[src/rtl/i2cw_pkg.sv]
package i2cw_pkg;

  typedef enum logic [2:0] {
    LK_IDLE,
    LK_ADDR,
    LK_SUB,
    LK_DATA,
    LK_SKIP
  } link_state_t;

  // Byte count of the register at a subaddress.
  function automatic logic [3:0] reg_bytes(input logic [7:0] a,
                                           input logic [7:0] lo,
                                           input logic [7:0] hi,
                                           input int unsigned wide);
    return (a >= lo && a <= hi) ? 4'(wide) : 4'd1;
  endfunction

endpackage

[src/rtl/i2cw_sync.sv]
module i2cw_sync #(
  parameter int STAGES = 2
) (
  input  logic clk,
  input  logic rst_n,
  input  logic scl_i,
  input  logic sda_i,
  output logic sda_now,
  output logic scl_rise,
  output logic scl_fall,
  output logic start_ev,
  output logic stop_ev
);
  // STAGES synchroniser flops plus one history flop per line
  logic [STAGES:0] scl_pipe;
  logic [STAGES:0] sda_pipe;

  always_ff @(posedge clk or negedge rst_n) begin
    if (!rst_n) begin
      scl_pipe <= '1;
      sda_pipe <= '1;
    end else begin
      scl_pipe <= {scl_pipe[STAGES-1:0], scl_i};
      sda_pipe <= {sda_pipe[STAGES-1:0], sda_i};
    end
  end

  logic scl_s, scl_q, sda_q;
  assign scl_s   = scl_pipe[STAGES-1];
  assign scl_q   = scl_pipe[STAGES];
  assign sda_now = sda_pipe[STAGES-1];
  assign sda_q   = sda_pipe[STAGES];

  assign scl_rise = scl_s & ~scl_q;
  assign scl_fall = ~scl_s & scl_q;
  assign start_ev = scl_s & scl_q & sda_q & ~sda_now;
  assign stop_ev  = scl_s & scl_q & ~sda_q & sda_now;

endmodule

[src/rtl/i2cw_link.sv]
module i2cw_link
  import i2cw_pkg::*;
#(
  parameter logic [6:0] DEV_ADDR = 7'h3A
) (
  input  logic       clk,
  input  logic       rst_n,
  input  logic       sda_now,
  input  logic       scl_rise,
  input  logic       scl_fall,
  input  logic       start_ev,
  input  logic       stop_ev,
  output logic       sda_oe,
  output logic       byte_stb,
  output logic       sub_stb,
  output logic [7:0] byte_q,
  output logic       abort
);
  link_state_t state;
  logic [3:0]  bitcnt;
  logic [6:0]  shreg;
  logic        ack_slot;
  logic        ack_pend;
  logic [7:0]  full_byte;

  assign full_byte = {shreg, sda_now};
  assign abort     = start_ev | stop_ev;

  always_ff @(posedge clk or negedge rst_n) begin
    if (!rst_n) begin
      state    <= LK_IDLE;
      bitcnt   <= '0;
      shreg    <= '0;
      ack_slot <= 1'b0;
      ack_pend <= 1'b0;
      sda_oe   <= 1'b0;
      byte_stb <= 1'b0;
      sub_stb  <= 1'b0;
      byte_q   <= '0;
    end else begin
      byte_stb <= 1'b0;
      sub_stb  <= 1'b0;
      if (start_ev || stop_ev) begin
        state    <= start_ev ? LK_ADDR : LK_IDLE;
        bitcnt   <= '0;
        ack_slot <= 1'b0;
        ack_pend <= 1'b0;
        sda_oe   <= 1'b0;
      end else if (state == LK_IDLE || state == LK_SKIP) begin
        sda_oe <= 1'b0;
      end else if (scl_rise && bitcnt < 4'd8) begin
        shreg  <= full_byte[6:0];
        bitcnt <= bitcnt + 4'd1;
        if (bitcnt == 4'd7) begin
          case (state)
            LK_ADDR: begin
              if (full_byte == {DEV_ADDR, 1'b0}) begin
                ack_pend <= 1'b1;
                state    <= LK_SUB;
              end else begin
                state <= LK_SKIP;
              end
            end
            LK_SUB: begin
              ack_pend <= 1'b1;
              byte_q   <= full_byte;
              sub_stb  <= 1'b1;
              state    <= LK_DATA;
            end
            default: begin
              ack_pend <= 1'b1;
              byte_q   <= full_byte;
              byte_stb <= 1'b1;
            end
          endcase
        end
      end else if (scl_fall && bitcnt == 4'd8) begin
        if (!ack_slot) begin
          ack_slot <= 1'b1;
          sda_oe   <= ack_pend;
        end else begin
          ack_slot <= 1'b0;
          sda_oe   <= 1'b0;
          ack_pend <= 1'b0;
          bitcnt   <= '0;
        end
      end
    end
  end


  ack_slot_chk: assert property (@(posedge clk) disable iff (!rst_n)
    sda_oe |-> bitcnt == 4'd8);


  skip_quiet_chk: assert property (@(posedge clk) disable iff (!rst_n)
    (state == LK_SKIP) |-> !sda_oe && !byte_stb && !sub_stb);

endmodule

[src/rtl/i2cw_regasm.sv]
module i2cw_regasm
  import i2cw_pkg::*;
#(
  parameter int         WORD_BYTES = 4,
  parameter logic [7:0] WIDE_LO    = 8'h10,
  parameter logic [7:0] WIDE_HI    = 8'h1F,
  localparam int        DW         = 8 * WORD_BYTES
) (
  input  logic          clk,
  input  logic          rst_n,
  input  logic          byte_stb,
  input  logic          sub_stb,
  input  logic [7:0]    byte_q,
  input  logic          abort,
  output logic          wr_valid,
  output logic [7:0]    wr_addr,
  output logic [DW-1:0] wr_data
);
  logic [7:0]    sub_ptr;
  logic [3:0]    fill;
  logic [DW-1:0] stage;
  logic [DW-1:0] next_word;
  logic [3:0]    need;
  logic          last;

  assign need = reg_bytes(sub_ptr, WIDE_LO, WIDE_HI, WORD_BYTES);
  assign last = (fill + 4'd1) == need;

  generate
    if (WORD_BYTES > 1) begin : g_wide
      assign next_word = (fill == 4'd0) ? DW'(byte_q) : {stage[DW-9:0], byte_q};
    end else begin : g_narrow
      assign next_word = byte_q;
    end
  endgenerate

  always_ff @(posedge clk or negedge rst_n) begin
    if (!rst_n) begin
      sub_ptr  <= '0;
      fill     <= '0;
      stage    <= '0;
      wr_valid <= 1'b0;
      wr_addr  <= '0;
      wr_data  <= '0;
    end else begin
      wr_valid <= 1'b0;
      if (abort) begin
        fill <= '0;
      end else if (sub_stb) begin
        sub_ptr <= byte_q;
        fill    <= '0;
      end else if (byte_stb) begin
        if (last) begin
          wr_valid <= 1'b1;
          wr_addr  <= sub_ptr;
          wr_data  <= next_word;
          sub_ptr  <= sub_ptr + 8'd1;
          fill     <= '0;
        end else begin
          stage <= next_word;
          fill  <= fill + 4'd1;
        end
      end
    end
  end


  strobe_single_chk: assert property (@(posedge clk) disable iff (!rst_n)
    wr_valid |=> !wr_valid);


  incr_after_commit_chk: assert property (@(posedge clk) disable iff (!rst_n)
    wr_valid |-> sub_ptr == wr_addr + 8'd1);


  narrow_zero_chk: assert property (@(posedge clk) disable iff (!rst_n)
    (wr_valid && reg_bytes(wr_addr, WIDE_LO, WIDE_HI, WORD_BYTES) == 4'd1)
      |-> (wr_data >> 8) == '0);


  drop_partial_chk: assert property (@(posedge clk) disable iff (!rst_n)
    abort |=> fill == 4'd0 && !wr_valid);

endmodule

[src/rtl/i2cw_target.sv]
module i2cw_target #(
  parameter logic [6:0] DEV_ADDR    = 7'h3A,
  parameter int         WORD_BYTES  = 4,
  parameter logic [7:0] WIDE_LO     = 8'h10,
  parameter logic [7:0] WIDE_HI     = 8'h1F,
  parameter int         SYNC_STAGES = 2
) (
  input  logic                    clk,
  input  logic                    rst_n,
  input  logic                    scl_i,
  input  logic                    sda_i,
  output logic                    sda_oe,
  output logic                    wr_valid,
  output logic [7:0]              wr_addr,
  output logic [8*WORD_BYTES-1:0] wr_data
);
  logic sda_now, scl_rise, scl_fall, start_ev, stop_ev;
  logic byte_stb, sub_stb, abort;
  logic [7:0] byte_q;

  i2cw_sync #(.STAGES(SYNC_STAGES)) i_sync (
    .clk(clk), .rst_n(rst_n), .scl_i(scl_i), .sda_i(sda_i),
    .sda_now(sda_now), .scl_rise(scl_rise), .scl_fall(scl_fall),
    .start_ev(start_ev), .stop_ev(stop_ev)
  );

  i2cw_link #(.DEV_ADDR(DEV_ADDR)) i_link (
    .clk(clk), .rst_n(rst_n), .sda_now(sda_now), .scl_rise(scl_rise),
    .scl_fall(scl_fall), .start_ev(start_ev), .stop_ev(stop_ev),
    .sda_oe(sda_oe), .byte_stb(byte_stb), .sub_stb(sub_stb),
    .byte_q(byte_q), .abort(abort)
  );

  i2cw_regasm #(.WORD_BYTES(WORD_BYTES), .WIDE_LO(WIDE_LO), .WIDE_HI(WIDE_HI)) i_regasm (
    .clk(clk), .rst_n(rst_n), .byte_stb(byte_stb), .sub_stb(sub_stb),
    .byte_q(byte_q), .abort(abort), .wr_valid(wr_valid),
    .wr_addr(wr_addr), .wr_data(wr_data)
  );

endmodule

[config.mk]
export PLATFORM = sky130hd
export DESIGN_NAME = i2cw_target
export DESIGN_NICKNAME = d
export VERILOG_FILES = /design/src/rtl/i2cw_pkg.sv /design/src/rtl/i2cw_sync.sv /design/src/rtl/i2cw_link.sv /design/src/rtl/i2cw_regasm.sv /design/src/rtl/i2cw_target.sv
export SDC_FILE = /design/constraint.sdc
export NUM_CORES = 1
export LEC_CHECK = 0
export ABC_CLOCK_PERIOD_IN_PS = 3500
export BUFFER_PORTS_ARGS = -buffer_cell sky130_fd_sc_hd__buf_2
export CAP_MARGIN = 20
export CORE_MARGIN = 8
export CORE_UTILIZATION = 63
export DETAILED_ROUTE_END_ITERATION = 6
export HOLD_SLACK_MARGIN = 0.02
export PLACE_DENSITY_LB_ADDON = 0.3
export SYNTH_ARGS = -nofsm -noshare
export SYNTH_HDL_FRONTEND = slang
export SYNTH_HIERARCHICAL = 1
export SYNTH_SLANG_ARGS = --single-unit
[constraint.sdc]
create_clock -name clk -period 3.5 [get_ports clk]
set_input_delay 0.175 -clock clk [delete_from_list [all_inputs] [get_ports clk]]
set_output_delay 0.175 -clock clk [all_outputs]
set_load 0.02 [all_outputs]
[After elaboration in Yosys (flattened, before gate mapping)]
Index checks and enable logic that the tools add are counted.
Cells by class
  magnitude comparators: 3
  add/subtract/negate cells: 3
  reductions and logical operators: 28
  shift-type cells: 0
  bitwise gates (word level): 18
  equality and inequality tests: 12
  multipliers: 0
  mux-type cells: 51
  divide/modulo/power cells: 0
Operators with widths (number)
  4-bit 2-to-1 mux: 9
  32-bit 2-to-1 mux: 1
  1-bit 2-to-1 mux: 31
  8-bit 2-to-1 mux: 3
  3-bit 2-to-1 mux: 6
  4-bit AND reduction: 4
  3-bit nonzero test: 5
  3-bit AND reduction: 4
  1-bit inverter: 10
  2-bit nonzero test: 5
  4-bit by 1-bit adder with 4-bit output (second input constant): 2
  8-bit by 1-bit adder with 8-bit output (second input constant): 1
  8-bit by 7-bit == test with 1-bit output (second input constant): 1
  8-bit by 5-bit greater-or-equal comparator with 1-bit output (second input constant): 1
  8-bit by 5-bit less-or-equal comparator with 1-bit output (second input constant): 1
  1-bit bitwise AND: 7
  3-bit one-hot mux with 2 select lines: 1
  5-bit AND reduction: 1
  4-bit by 3-bit == test with 1-bit output (second input constant): 1
  4-bit == test: 1
  4-bit == test (second input constant): 1
  4-bit logical NOT: 1
  4-bit < comparator (second input constant): 1
  2-bit by 1-bit inequality test with 1-bit output (second input constant): 2
  12 further kinds: 15
Word-level totals
  register bits: 110
  bits in read-only memories: 0
  logic and storage cells: 132
  latch bits: 0
  input port bits: 4
  memories: 0
  bits in writable memories: 0
  output and inout bits: 42

[Logic depth before layout (Yosys ltp)]
  word-level depth: 8
  depth in mapped cells: 9
  mapped depth without buffers: 7

[Hierarchy]
The synthesis kept the hierarchy.
By module, submodules not included
  i2cw_regasm: cells an instance 321, area an instance 3360.7 um2, seq. area each 1926.8 um2, instances 1
  i2cw_link: cells an instance 96, area an instance 1228.7 um2, seq. area each 675.6 um2, instances 1
  i2cw_sync: cells an instance 10, area an instance 190.2 um2, seq. area each 157.7 um2, instances 1

[Worst setup path after synthesis]
Ideal clock, no wire load.
  kind: register to register
  start point: reg i_sync.sda_pipe[1]
  end point: reg i_regasm.sub_ptr[5]
  arrival: 2.121 ns
  setup slack: 1.250 ns
  buffers on the path: 2
  data required time: 3.372 ns
  clock period less this slack: 2.250 ns
  stages on the path, launching flop included: 10
  library setup time: 0.128 ns
  cells stage by stage: dfstp_2 -> and4b_1 -> or2_0 -> buf_6 -> nor2_1 -> and2_1 -> o211ai_2 -> buf_2 -> nor4b_1 -> nor3_1
Between the ends
  word-level cells in the longest chain between the ends: 5
  elaborated cells on any way between the ends: 6
  those cells by class: 5 x bitwise; 1 x reduce/logical
Ends and longest elaborated chain
  start: declaration: RTL line i2cw_sync.sv:16  | logic [STAGES:0] sda_pipe;
  start signal: assignment: RTL line i2cw_sync.sv:24  | sda_pipe <= {sda_pipe[STAGES-1:0], sda_i};
  1-bit inverter: RTL line i2cw_sync.sv:36  | assign start_ev = scl_s & scl_q & sda_q & ~sda_now;
  1-bit bitwise AND: RTL line i2cw_sync.sv:36
  via start_ev: RTL line i2cw_target.sv:17  | logic sda_now, scl_rise, scl_fall, start_ev, stop_ev;
  1-bit bitwise OR: RTL line i2cw_link.sv:27  | assign abort = start_ev | stop_ev;
  via abort: RTL line i2cw_target.sv:18  | logic byte_stb, sub_stb, abort;
  1-bit inverter (no line)
  3-bit AND reduction (no line)
  end signal: assignment: RTL line i2cw_regasm.sv:50  | sub_ptr <= byte_q;
  end signal: assignment: RTL line i2cw_regasm.sv:57  | sub_ptr <= sub_ptr + 8'd1;
  end: declaration: RTL line i2cw_regasm.sv:19  | logic [7:0] sub_ptr;
The timed path passes the listed nets, and every way through them passes these cells.
A chain may end at the register's enable or synchronous reset.

[Worst setup path in the final report]
  start point: reg i_regasm.fill[0]
  end point: reg i_regasm.stage[2]
Between the ends
  word-level cells in the longest chain between the ends: 4
Ends and longest elaborated chain
  start: declaration: RTL line i2cw_regasm.sv:20  | logic [3:0] fill;
  start signal: assignment: RTL line i2cw_regasm.sv:61  | fill <= fill + 4'd1;
  4-bit by 1-bit adder with 4-bit output: RTL line i2cw_regasm.sv:27  | assign last = (fill + 4'd1) == need;
  4-bit == test: RTL line i2cw_regasm.sv:27
  1-bit inverter (no line)
  4-bit AND reduction (no line)
  end signal: assignment: RTL line i2cw_regasm.sv:60  | stage <= next_word;
  end: declaration: RTL line i2cw_regasm.sv:21  | logic [DW-1:0] stage;
Every way passes these cells.

==> results.md <==
- First DRT Iteration DRCs: about 240
- Worst EP arrival: between 2 and 3 ns
- All-layer global routing usage: 19.5%
- CTS Buf Count: 9
- Min-delay src: i_sync/sda_pipe[0]$_DFF_PN1_
- Initial Utilization: 65.5%
- Setup Fix Bufs, Post-CTS: 0
- Met1 global-route usage: between 20 and 30%
- Area post-placement: about 0.005 mm^2
- Post-route cell area: 0.00529 mm^2
- Synth Instances: between 400 and 500
- DRT antenna net count: 0
- Residual DRC: 0
- 1st-pass router iterations: 5
- Startpoint Class: flop
- Outcome: complete, no violations
- Min Hold Slack: 0.362 ns
- Worst path cell trace: ha_1, xor2_1, nor3_1, o21a_4, nand2b_4, mux2_2
- Largest net degree at the start of global routing: 65
- Ys Warns: 6
- # nets final: about 480
- Worst-Margin Slew: 1.00 ns
- Highest clock rate: ~370 MHz
- Fin crit share: between 70 and 80%
- Worst path buffer plus inverter count: 0
- Clock skew: ~0.014 ns
- PnR worst setup slack: 0.830 ns
- Initial antenna violation count: 0
- Pwr dens: 435 mW/mm^2
- Die height: just over 100 um
- Clk root buf: clkbuf_8
- Crit end category: flop
- Worst flop-to-flop path startpoint: i_regasm/fill[0]$_DFFE_PN0P_
- Vias in the first global route: around 3,300
- Setup Viol. Count Final: 0
- Diode count: 0
- Crit Path Class: reg -> reg
- GRT met2 Usage: 31.6%
- Final setup TNS: 0 ns
- Core area: between 0.007 and 0.008 mm^2
- Met3 Usage GRT: 3.04%
- GRT overflow: 0
- Busiest metal layer after global routing: met2
- Power consumption: about 2.3 mW
- Number of max-cap violations: 0
- Relative slew slack: around a third
- Unique masters post-synth: 54
- CTS tree: done
- Syn avg cell area: roughly 11 um^2
- Critical path's slowest cell: dfrtp_1
- Area of the mapped netlist: about 0.0048 mm^2
- Total die area: roughly 0.011 mm^2
- Max FO, Critical Path: 33
- H-tree lvl count: 3
- Delay-heaviest family, CP: simple AND/OR/NAND/NOR gates
- First-pass GRT wire length: between 15,000 and 20,000 um
- Clock Latency Late Sink: about 0.36 ns
- LEAKAGE: around 2.5 nW
- Clk sink count: 110
- Final core occ: 72.6%
- Placed Cells incl. Taps: roughly 550
- Sum of net half-perimeters after detailed placement: 6640 um
- Hold Path Class: reg -> reg
- Pre-CTS setup slack: ~0.85 ns
- Vias per inst: 5.93
- VDD IR max: around 0.29 mV
- Die W: approximately 100 um
- Area delta synth->final: 10.7%
- RSZ-0062 raised after global routing: no
- Average wire per standard cell: roughly 17 um
- CP max stage delay: about 0.5 ns
- Final Wtd Congestion: approximately 0.86
- Post-Layout Cell Count: 572
- Post-synth top flop: dfrtp_1
- #FFs+latches synth: 110
- Final Hold Viols: 0
- Syn_nets: roughly 440
- Min Clock Period, post-route: 2.67 ns
- Final slew viol count: 0
- Post-synth EDFFs: 0
- Crit path required time: 3.74 ns
- Number of core rows: 31
- Fraction of registers with async set/reset: 100%
- Via count: ~3,400
- I/O pin cnt: 46
- Launch point of the worst path: i_regasm/fill[0]$_DFFE_PN0P_
- Seq/Total Area, Yosys: 57.7%
- Max Buffers Root-to-Sink: 2
- PortBufs: 45
- Clock slew at reported path FFs: around 0.090 ns
- Share of cells above drive strength 1: around a quarter
- Final WL: around 9700 um
synth_stat cells (2+ instances only):
master	instances	area, um^2
and3_1	8	50.1
a311oi_1	3	26.3
inv_1	15	56.3
nand3_1	2	10.0
nand4_1	4	25.0
a211oi_1	5	37.5
nand2b_1	4	25.0
nand2_1	59	221
nand4b_1	3	26.3
nand3b_1	2	15.0
and4b_1	4	40.0
nor3_4	2	32.5
buf_2	3	15.0
mux2_4	4	60.1
dfrtp_1	104	2600
a31oi_1	4	25.0
nor4b_1	2	17.5
a22o_1	3	26.3
nor2b_1	4	25.0
nor3_1	7	35.0
mux2_2	31	349
clkbuf_1	14	52.6
o21ai_0	67	335
ha_1	6	75.1
nor4_1	2	12.5
nor2_1	10	37.5
o31ai_1	2	15.0
dfstp_2	6	158
xor2_1	3	26.3
buf_6	4	45.0
or3_1	4	25.0
a21oi_1	14	70.1
report_power, final:
group / total, mW / internal, mW / switching [mW]
combinational: 0.145 / 0.0656 / 0.0790
clock: 0.779 / 0.373 / 0.406
sequential: 1.38 / 1.32 / 0.0528
cell usage in the layout (no fill, tap or decap), types with 5 or more instances in the layout:
cell type  netlist  final
dfrtp_1        104    104
o21ai_0         67     67
nand2_1         59     59
buf_2            3     44
mux2_2          31     31
inv_1           15     15
a21oi_1         14     14
clkbuf_8         0     11
nor2_1          10     10
and3_1           8      8
nor3_1           7      7
ha_1             6      6
dfstp_2          6      6
a211oi_1         5      5
buf_4            0      5
timing repair:
| action | in CTS | in global routing |
|---|---|---|
| hold buffers | 3 | 0 |
| gates resized for setup | 0 | 0 |
| endpoints found under the hold margin | 64 | 0 |
sequential cells by signal, indices dropped and copies added (netlist names), 4 cells and up:
signal / flops
i_link/bitcnt: 4
i_link/byte_q: 8
i_link/shreg: 7
i_regasm/fill: 4
i_regasm/stage: 24
i_regasm/sub_ptr: 8
i_regasm/wr_addr: 8
i_regasm/wr_data: 32
layout make-up:
type                    instances  area [um^2]
fillers                       553         2000
clock buffers                  12          155
well taps                      99          124
inverters                      15         56.3
multi-input cells             280         1850
clock inverters                 4         53.8
repair buffers                 52          288
flip-flops and latches        110         2760
logic make-up after synthesis:
group / synth area share [%]
simple gates: 14.4
flops: 57.7
buf+inv: 3.64
fa+ha+maj: 1.57
compound gates: 13.3
xor+xnor: 0.550
mux: 8.77
layer usage:
metal  vias to the layer above  part of all wire, %
met1                      1661                   43
met3                        17                  6.3
met4                         0                  2.1
li1                       1590                    -
met5                         -                    0
met2                       123                   49
path summary, 6_finish.rpt:
| kind | end | slack, ns | depth (start not counted) |
|---|---|---|---|
| min in group asynchronous | i_regasm/wr_data[20]$_DFFE_PN0P_ | 0.42 | 2 |
| worst max register to register | i_regasm/stage[2]$_DFFE_PN0P_ | 0.83 | 6 |
| max in group asynchronous | i_sync/sda_pipe[1]$_DFF_PN1_ | 2.17 | 3 |
| worst max-delay path | i_regasm/stage[2]$_DFFE_PN0P_ | 0.83 | 6 |
| worst min-delay path | i_sync/sda_pipe[1]$_DFF_PN1_ | 0.36 | 0 |
| worst min register to register | i_sync/sda_pipe[1]$_DFF_PN1_ | 0.36 | 0 |
Note: power is estimated with default switching activity, not from simulation.
